File: config.mk
export PLATFORM = sky130hd
export DESIGN_NAME = uart_rx_status
export DESIGN_NICKNAME = d
export VERILOG_FILES = /design/src/rtl/uart_rx_pkg.sv /design/src/rtl/uart_rx_sync.sv /design/src/rtl/uart_rx_fsm.sv /design/src/rtl/uart_rx_hold.sv /design/src/rtl/uart_rx_status.sv
export SDC_FILE = /design/constraint.sdc
export NUM_CORES = 1
export LEC_CHECK = 0
export BUFFER_PORTS_ARGS = -buffer_cell sky130_fd_sc_hd__buf_2
export CORE_ASPECT_RATIO = 1.2
export CORE_MARGIN = 4
export CORE_UTILIZATION = 53
export DETAILED_ROUTE_END_ITERATION = 10
export PLACE_DENSITY = 0.71
export SETUP_SLACK_MARGIN = 0.3
export SLEW_MARGIN = 10
export SYNTH_ARGS = -nofsm -noshare
export SYNTH_HDL_FRONTEND = slang
export SYNTH_SLANG_ARGS = --single-unit
File: constraint.sdc
create_clock -name clk -period 6.7 [get_ports clk]
set_clock_uncertainty 0.2 [all_clocks]
set_input_delay 0.67 -clock clk [delete_from_list [all_inputs] [get_ports clk]]
set_output_delay 0.67 -clock clk [all_outputs]
set_load 0.05 [all_outputs]
File: src/rtl/uart_rx_pkg.sv
package uart_rx_pkg;

  typedef enum logic [2:0] {
    RX_IDLE,
    RX_START,
    RX_DATA,
    RX_PAR,
    RX_STOP
  } rx_state_t;

  // One received character with its own error results
  typedef struct packed {
    logic [7:0] data;
    logic       par_err;
    logic       frm_err;
  } rx_char_t;

endpackage

File: src/rtl/uart_rx_sync.sv
module uart_rx_sync #(
  parameter int STAGES = 2
) (
  input  logic clk,
  input  logic rst,
  input  logic d,
  output logic q
);
  logic [STAGES-1:0] chain;

  generate
    if (STAGES == 1) begin : g_one
      always_ff @(posedge clk) begin
        if (rst) chain <= '1;
        else     chain <= d;
      end
    end else begin : g_many
      always_ff @(posedge clk) begin
        if (rst) chain <= '1;
        else     chain <= {chain[STAGES-2:0], d};
      end
    end
  endgenerate

  assign q = chain[STAGES-1];
endmodule

File: src/rtl/uart_rx_fsm.sv
module uart_rx_fsm
  import uart_rx_pkg::*;
#(
  parameter int OSR      = 16,
  parameter int DATA_W   = 8,
  parameter int MIN_BITS = 5
) (
  input  logic     clk,
  input  logic     rst,
  input  logic     tick,
  input  logic     rx,
  input  logic [1:0] len_sel,
  input  logic     par_en,
  input  logic     par_even,
  output logic     xfer,
  output rx_char_t ch
);
  localparam int CNT_W      = $clog2(OSR);
  localparam int CW         = $clog2(DATA_W + 1);
  localparam int START_LAST = OSR / 2 - 2;

  rx_state_t         state;
  logic [CNT_W-1:0]  cnt;
  logic [CW-1:0]     bidx;
  logic [DATA_W-1:0] sr;
  logic              pbit;
  logic [CW-1:0]     nbits;
  logic [DATA_W-1:0] aligned;
  logic              exp_par;
  logic              at_bit_end;

  assign nbits      = CW'(MIN_BITS) + CW'(len_sel);
  assign aligned    = sr >> (CW'(DATA_W) - nbits);
  assign exp_par    = par_even ? ^aligned : ~^aligned;
  assign at_bit_end = (cnt == CNT_W'(OSR - 1));

  always_ff @(posedge clk) begin
    if (rst) begin
      state <= RX_IDLE;
      cnt   <= '0;
      bidx  <= '0;
      sr    <= '0;
      pbit  <= 1'b0;
      xfer  <= 1'b0;
      ch    <= '0;
    end else begin
      xfer <= 1'b0;
      if (tick) begin
        case (state)
          RX_IDLE: begin
            if (!rx) begin
              state <= RX_START;
              cnt   <= '0;
            end
          end
          RX_START: begin
            if (cnt == CNT_W'(START_LAST)) begin
              cnt  <= '0;
              bidx <= '0;
              state <= rx ? RX_IDLE : RX_DATA;
            end else begin
              cnt <= cnt + 1'b1;
            end
          end
          RX_DATA: begin
            if (at_bit_end) begin
              cnt <= '0;
              sr  <= {rx, sr[DATA_W-1:1]};
              if (bidx == nbits - CW'(1)) begin
                bidx  <= '0;
                state <= par_en ? RX_PAR : RX_STOP;
              end else begin
                bidx <= bidx + 1'b1;
              end
            end else begin
              cnt <= cnt + 1'b1;
            end
          end
          RX_PAR: begin
            if (at_bit_end) begin
              cnt   <= '0;
              pbit  <= rx;
              state <= RX_STOP;
            end else begin
              cnt <= cnt + 1'b1;
            end
          end
          RX_STOP: begin
            if (at_bit_end) begin
              cnt        <= '0;
              xfer       <= 1'b1;
              ch.data    <= 8'(aligned);
              ch.par_err <= par_en & (pbit != exp_par);
              ch.frm_err <= ~rx;
              state      <= RX_IDLE;
            end else begin
              cnt <= cnt + 1'b1;
            end
          end
          default: state <= RX_IDLE;
        endcase
      end
    end
  end
endmodule

File: src/rtl/uart_rx_hold.sv
module uart_rx_hold
  import uart_rx_pkg::*;
(
  input  logic       clk,
  input  logic       rst,
  input  logic       xfer,
  input  rx_char_t   ch,
  input  logic       hold_rd,
  input  logic       stat_rd,
  output logic [7:0] hold_data,
  output logic [3:0] line_stat
);
  logic dr, oe, pe, fe;

  always_ff @(posedge clk) begin
    if (rst) begin
      hold_data <= '0;
      dr <= 1'b0;
      oe <= 1'b0;
      pe <= 1'b0;
      fe <= 1'b0;
    end else if (xfer) begin
      hold_data <= ch.data;
      dr <= 1'b1;
      oe <= (dr & ~hold_rd) | (oe & ~stat_rd);
      pe <= ch.par_err;
      fe <= ch.frm_err;
    end else begin
      if (hold_rd) dr <= 1'b0;
      if (stat_rd) begin
        oe <= 1'b0;
        pe <= 1'b0;
        fe <= 1'b0;
      end
    end
  end

  assign line_stat = {fe, pe, oe, dr};
endmodule

File: src/rtl/uart_rx_status.sv
module uart_rx_status
  import uart_rx_pkg::*;
#(
  parameter int OSR         = 16,
  parameter int MIN_BITS    = 5,
  parameter int SYNC_STAGES = 2
) (
  input  logic       clk,
  input  logic       rst,
  input  logic       tick16,
  input  logic       serial_in,
  input  logic [1:0] cfg_len,
  input  logic       cfg_par_en,
  input  logic       cfg_par_even,
  input  logic       hold_rd,
  input  logic       stat_rd,
  output logic [7:0] hold_data,
  output logic [3:0] line_stat
);
  localparam int DATA_W = 8;

  logic     rx_s;
  logic     xfer;
  rx_char_t ch;

  uart_rx_sync #(.STAGES(SYNC_STAGES)) u_sync (
    .clk(clk), .rst(rst), .d(serial_in), .q(rx_s)
  );

  uart_rx_fsm #(.OSR(OSR), .DATA_W(DATA_W), .MIN_BITS(MIN_BITS)) u_fsm (
    .clk(clk), .rst(rst), .tick(tick16), .rx(rx_s),
    .len_sel(cfg_len), .par_en(cfg_par_en), .par_even(cfg_par_even),
    .xfer(xfer), .ch(ch)
  );

  uart_rx_hold u_hold (
    .clk(clk), .rst(rst), .xfer(xfer), .ch(ch),
    .hold_rd(hold_rd), .stat_rd(stat_rd),
    .hold_data(hold_data), .line_stat(line_stat)
  );
endmodule

After elaboration in Yosys (flattened, before gate mapping). Cells that the tools add are included.

Register bits after elaboration: 45. Latch bits: 0. Memory bits (writable): 0. ROM bits: 0. Memories kept: 0.

Add/sub/neg operators: 5. Multipliers: 0. Div/mod/pow operators: 0. Magnitude comparators: 0. Equal/unequal tests: 14. Shift-type cells: 1. Muxes and demuxes: 25. Bitwise operators: 9. Reductions and logical operators: 15.

Operators by type and width (number): $mux 4 (6); $mux 3 (7); $pmux 3 s5 (1); $pmux 4 s3 (1); $reduce_and 3->1 (4); $ne 2x1->1 const B (5); $add 4x1->4 const B (2); $mux 1 (8); $pmux 4 s2 (1); $reduce_xnor 8->1 (1); $reduce_xor 8->1 (1); $shr 8x4->8 (1); $reduce_and 7->1 (1); $eq 3x2->1 const B (2); $reduce_bool 2->1 (3); $reduce_or 3->1 (2); $not 1->1 (5); $add 3x2->4 const A (1); $eq 4x3->1 const B (1); $eq 4x4->1 (1); $eq 4x4->1 const B (1); $reduce_and 4->1 (1); $sub 4x1->4 const B (1); $sub 4x4->4 const A (1); 9 further kinds (11).

Logic depth before layout (Yosys ltp).
Depth in word-level cells: 7. Gate-level depth with buffers: 7. Gate-level depth less buffers: 6.

Cells and area by module. From an unflattened synthesis, not the netlist that was laid out.

Cells, all modules: 247. Area total of the unflattened synthesis: 2273.4 um^2.

Modules (own cells, without submodules): uart_rx_fsm (times used 1, cells each 198, area an instance 1762.9 um^2); uart_rx_hold (times used 1, cells each 45, area an instance 457.9 um^2); uart_rx_sync (times used 1, cells each 4, area an instance 52.6 um^2).

Worst setup path before layout. OpenSTA, ideal clock, no wires.

Kind: input port to flip-flop. From: input port cfg_len[0]. To: register u_fsm.ch[1] (netlist name). Setup time: 62 ps. Arrival: 2524 ps. Path slack: 3914 ps. Cell stages on the path: 6. Path through: ha_1 mux4_2 xnor2_1 xnor3_1 a2111o_1 nand3_1.

Word-level cells in the longest chain between the ends: 7.

Ends and longest elaborated chain: from (decl) (RTL line uart_rx_status.sv:12) `input logic [1:0] cfg_len,`; $add 3x2->4 * (RTL line uart_rx_fsm.sv:32) `assign nbits = CW'(MIN_BITS) + CW'(len_sel);`; $sub 4x4->4 * (RTL line uart_rx_fsm.sv:33) `assign aligned = sr >> (CW'(DATA_W) - nbits);`; $shr 8x4->8 * (RTL line uart_rx_fsm.sv:33); $reduce_xnor 8->1 / $reduce_xor 8->1 (equally long branches) (RTL line uart_rx_fsm.sv:34) `assign exp_par = par_even ? ^aligned : ~^aligned;`; $mux 1 * (RTL line uart_rx_fsm.sv:34); $ne 1x1->1 * (RTL line uart_rx_fsm.sv:93) `ch.par_err <= par_en & (pbit != exp_par);`; $and 1x1->1 * (RTL line uart_rx_fsm.sv:93).

Mark *: on every way between the ends. The rest lies on a longest branch, timed or not. A chain may end at the register's enable or synchronous reset.

Final worst setup path.
From: input port cfg_len[0]. To: register u_fsm.ch[1] (netlist name).

Word-level cells in the longest chain between the ends: 7.

Ends and longest elaborated chain (RTL line): $add 3x2->4 * (uart_rx_fsm.sv:32); $sub 4x4->4 * (uart_rx_fsm.sv:33); $shr 8x4->8 * (uart_rx_fsm.sv:33); $reduce_xnor 8->1 / $reduce_xor 8->1 (equally long branches) (uart_rx_fsm.sv:34); $mux 1 * (uart_rx_fsm.sv:34); $ne 1x1->1 * (uart_rx_fsm.sv:93); $and 1x1->1 * (uart_rx_fsm.sv:93).

Marks and branches as above.

==> metrics.cfg <==
[yosys]
synth_cell_types=43
synth.avg_cell_area_um2=8.87
synth_seq_cells=45
ys.flop_type=dfxtp_1
synth_nets=269
netlist_area_um2=2250
synth_top_area_cell=dfxtp_1
synth.area.top_cells=dfxtp_1 (40%), nor2_1 (6.3%), a21oi_1 (6.0%), mux2i_1 (4.4%), o21ai_0 (3.6%)
yosysWarnings=0
yosysTopAreaCellShare_pct=40.0
syn_inst=254
ys_async_sr_fraction_pct=0
ys_seq_area_share_pct=40.0
synth_edf_count=0

[floorplan]
core_um2=4040
die_height_um=79.4
die_width_um=67.5
start_util_pct=55.8
die_area_um2=5360
rows=25
num_io_pins=22

[detailed_routing]
ant_nets=0
vias_per_cell=5.48
wl_per_cell_um=12.8
first_pass_iters=4
routed_wirelength_mm=4.09
drtIter0Drc=95
drc=0
dr_total_vias=1749

[cts]
cts_resized=0
clock_sinks=45
cts_hold_buf=0
postCtsSetupBuffers=0
clkTransAtPathRegs_ps=80
clock-root-buffer=clkbuf_8
clockBufferDepth=2
cts_tree=done
insertion_delay_ps=290
htreeDepth=2
cts_buffers=5

[timing]
post-route-period-util_pct=45.5
hold_viol=0
slew_headroom_pct=49.6
worst_slew_pin_slew_ps=756
grt_setup_unrepaired=false
timing.final.ws_setup_ps=3650
tns_ps=0
max_freq_ghz=0.328
setup_viol=0
fin_crit_ps=3050
slew_viol_final=0

[pwr]
powerDensity_nw_per_um2=190
power.switching_uw=105
sw_frac_of_total_pct=23.0
pwr-share-comb_pct=6.0
seqPwrFrac_pct=59.1
pwr-share-clk_pct=34.9
p_leak_nw=0.903
p_int_uw=352
irDropWorstVdd_mv=0.110

[worst_hold_path]
hold_depth=1
hold_start=u_sync.chain[0]
hp-class=reg -> reg

[global_route]
grt_pass1_wl_mm=6.70
grt_pass1_vias=1544
groute.usage.overall_pct=16.4
grt_antenna_before_repair=0
grt_max_degree=45
grt_overflow=0

[placed_design]
place_hpwl_mm=2.89
pre_cts_ws_ps=3350
gp_congestion=0.825
io_buffer_count=21

[job]
maxCapViolCount=0

[critical_path]
rr_startpoint=u_fsm.sr[5]
cp_data_required_time_ps=6740
end_kind=flip-flop
worst-path-max-fanout=15
arrival_ps=3080
start_kind=primary input
startpoint=cfg_len[0]
reg2reg_depth=5
path_class=in -> reg

[final_layout]
area_delta_synth_final_pct=6.94
final_cell_mix=dfxtp_1 (45), nor2_1 (38), a21oi_1 (27), buf_2 (21)
antennaDiodeCount=0
final_common_cell=dfxtp_1
layout.nets=279
drive_gt1_share_pct=12.5
final_core_util_pct=59.7

[run_status]
status=completed

[worst max-delay path: stages]
cell and delay, ps:
buf_2 190, ha_1 590, mux4_2 590, xnor2_1 220, xnor3_1 360, a2111o_1 400
nand3_1 60
[sequential cells by signal, summed over array words and instances (netlist names)]
register and flops:
u_fsm.bidx 4, u_fsm.cnt 4, u_fsm.state 3, u_fsm.ch 10, u_fsm.sr 8, u_hold.fe 1, u_fsm.xfer 1, u_hold.pe 1
u_hold.hold_data 8, u_hold.dr 1, u_fsm.pbit 1, u_sync.chain 2, u_hold.oe 1
[final timing paths]
check,end,slack (ps)
setup / recovery,u_fsm.ch[1],3650
setup reg to reg,u_fsm.ch[1],4420
hold / removal,u_sync.chain[1],210
hold reg to reg,u_sync.chain[1],210
[per-layer routing]
layer / share of wire [%] / track usage [%] / wire [µm]
met1: 47 / 18.9 / 1920
met2: 49 / 28.8 / 2010
met3: 2.6 / 3.80 / 105
met4: 1.4 / 6.09 / 57
met5: 0 / 0 / 0
[power groups by stage]
stage                     logic [mW]  registers [mW]  clock network [mW]
after global placement        0.0273           0.276                   0
after CTS                     0.0278           0.270               0.167
after floorplan               0.0213           0.276                   0
after global routing          0.0306           0.270               0.176
after detailed placement      0.0275           0.277                   0
final                         0.0274           0.270               0.159
[synthesized netlist by cell type (all sizes together), types with 4 or more instances]
master	count
nor2	38
mux4	5
or2	4
o21ai	18
clkbuf	10
mux2i	10
buf	8
nor2b	6
dfxtp	45
nor3	8
ha	5
nand3	5
xnor2	8
a21oi	27
nand2	16
nand4b	4
[layout make-up]
class	instances	area [µm²]
timing repair buffer	21	105
multi-input combinational	188	1240
inverter	3	11.3
clock inverter	2	10.0
sequential	45	901
fill	376	1630
tap	54	67.6
clock buffer	6	72.6
[cells by family (layout without fill, tap and decap cells)]
group	after synthesis	after routing	synth area share, %
compound gates	56	56	14.2
xor+xnor	10	10	5.11
fa+ha+maj	5	5	2.78
buf+inv	21	32	4.89
flops	45	45	40.0
mux	16	16	10.4
simple gates	101	101	22.6
[metrics by stage]
stage | cells | total power, mW | hold WS [ps] | cell area [µm²]
after floorplan | 254 | 0.297 | 189 | 2250
after global placement | 311 | 0.304 | 194 | 2330
after detailed placement | 311 | 0.304 | 197 | 2330
after CTS | 319 | 0.465 | 218 | 2410
after global routing | 319 | 0.477 | 226 | 2410
final | 319 | 0.457 | 214 | 2410
(Power assumes the default switching activity.)
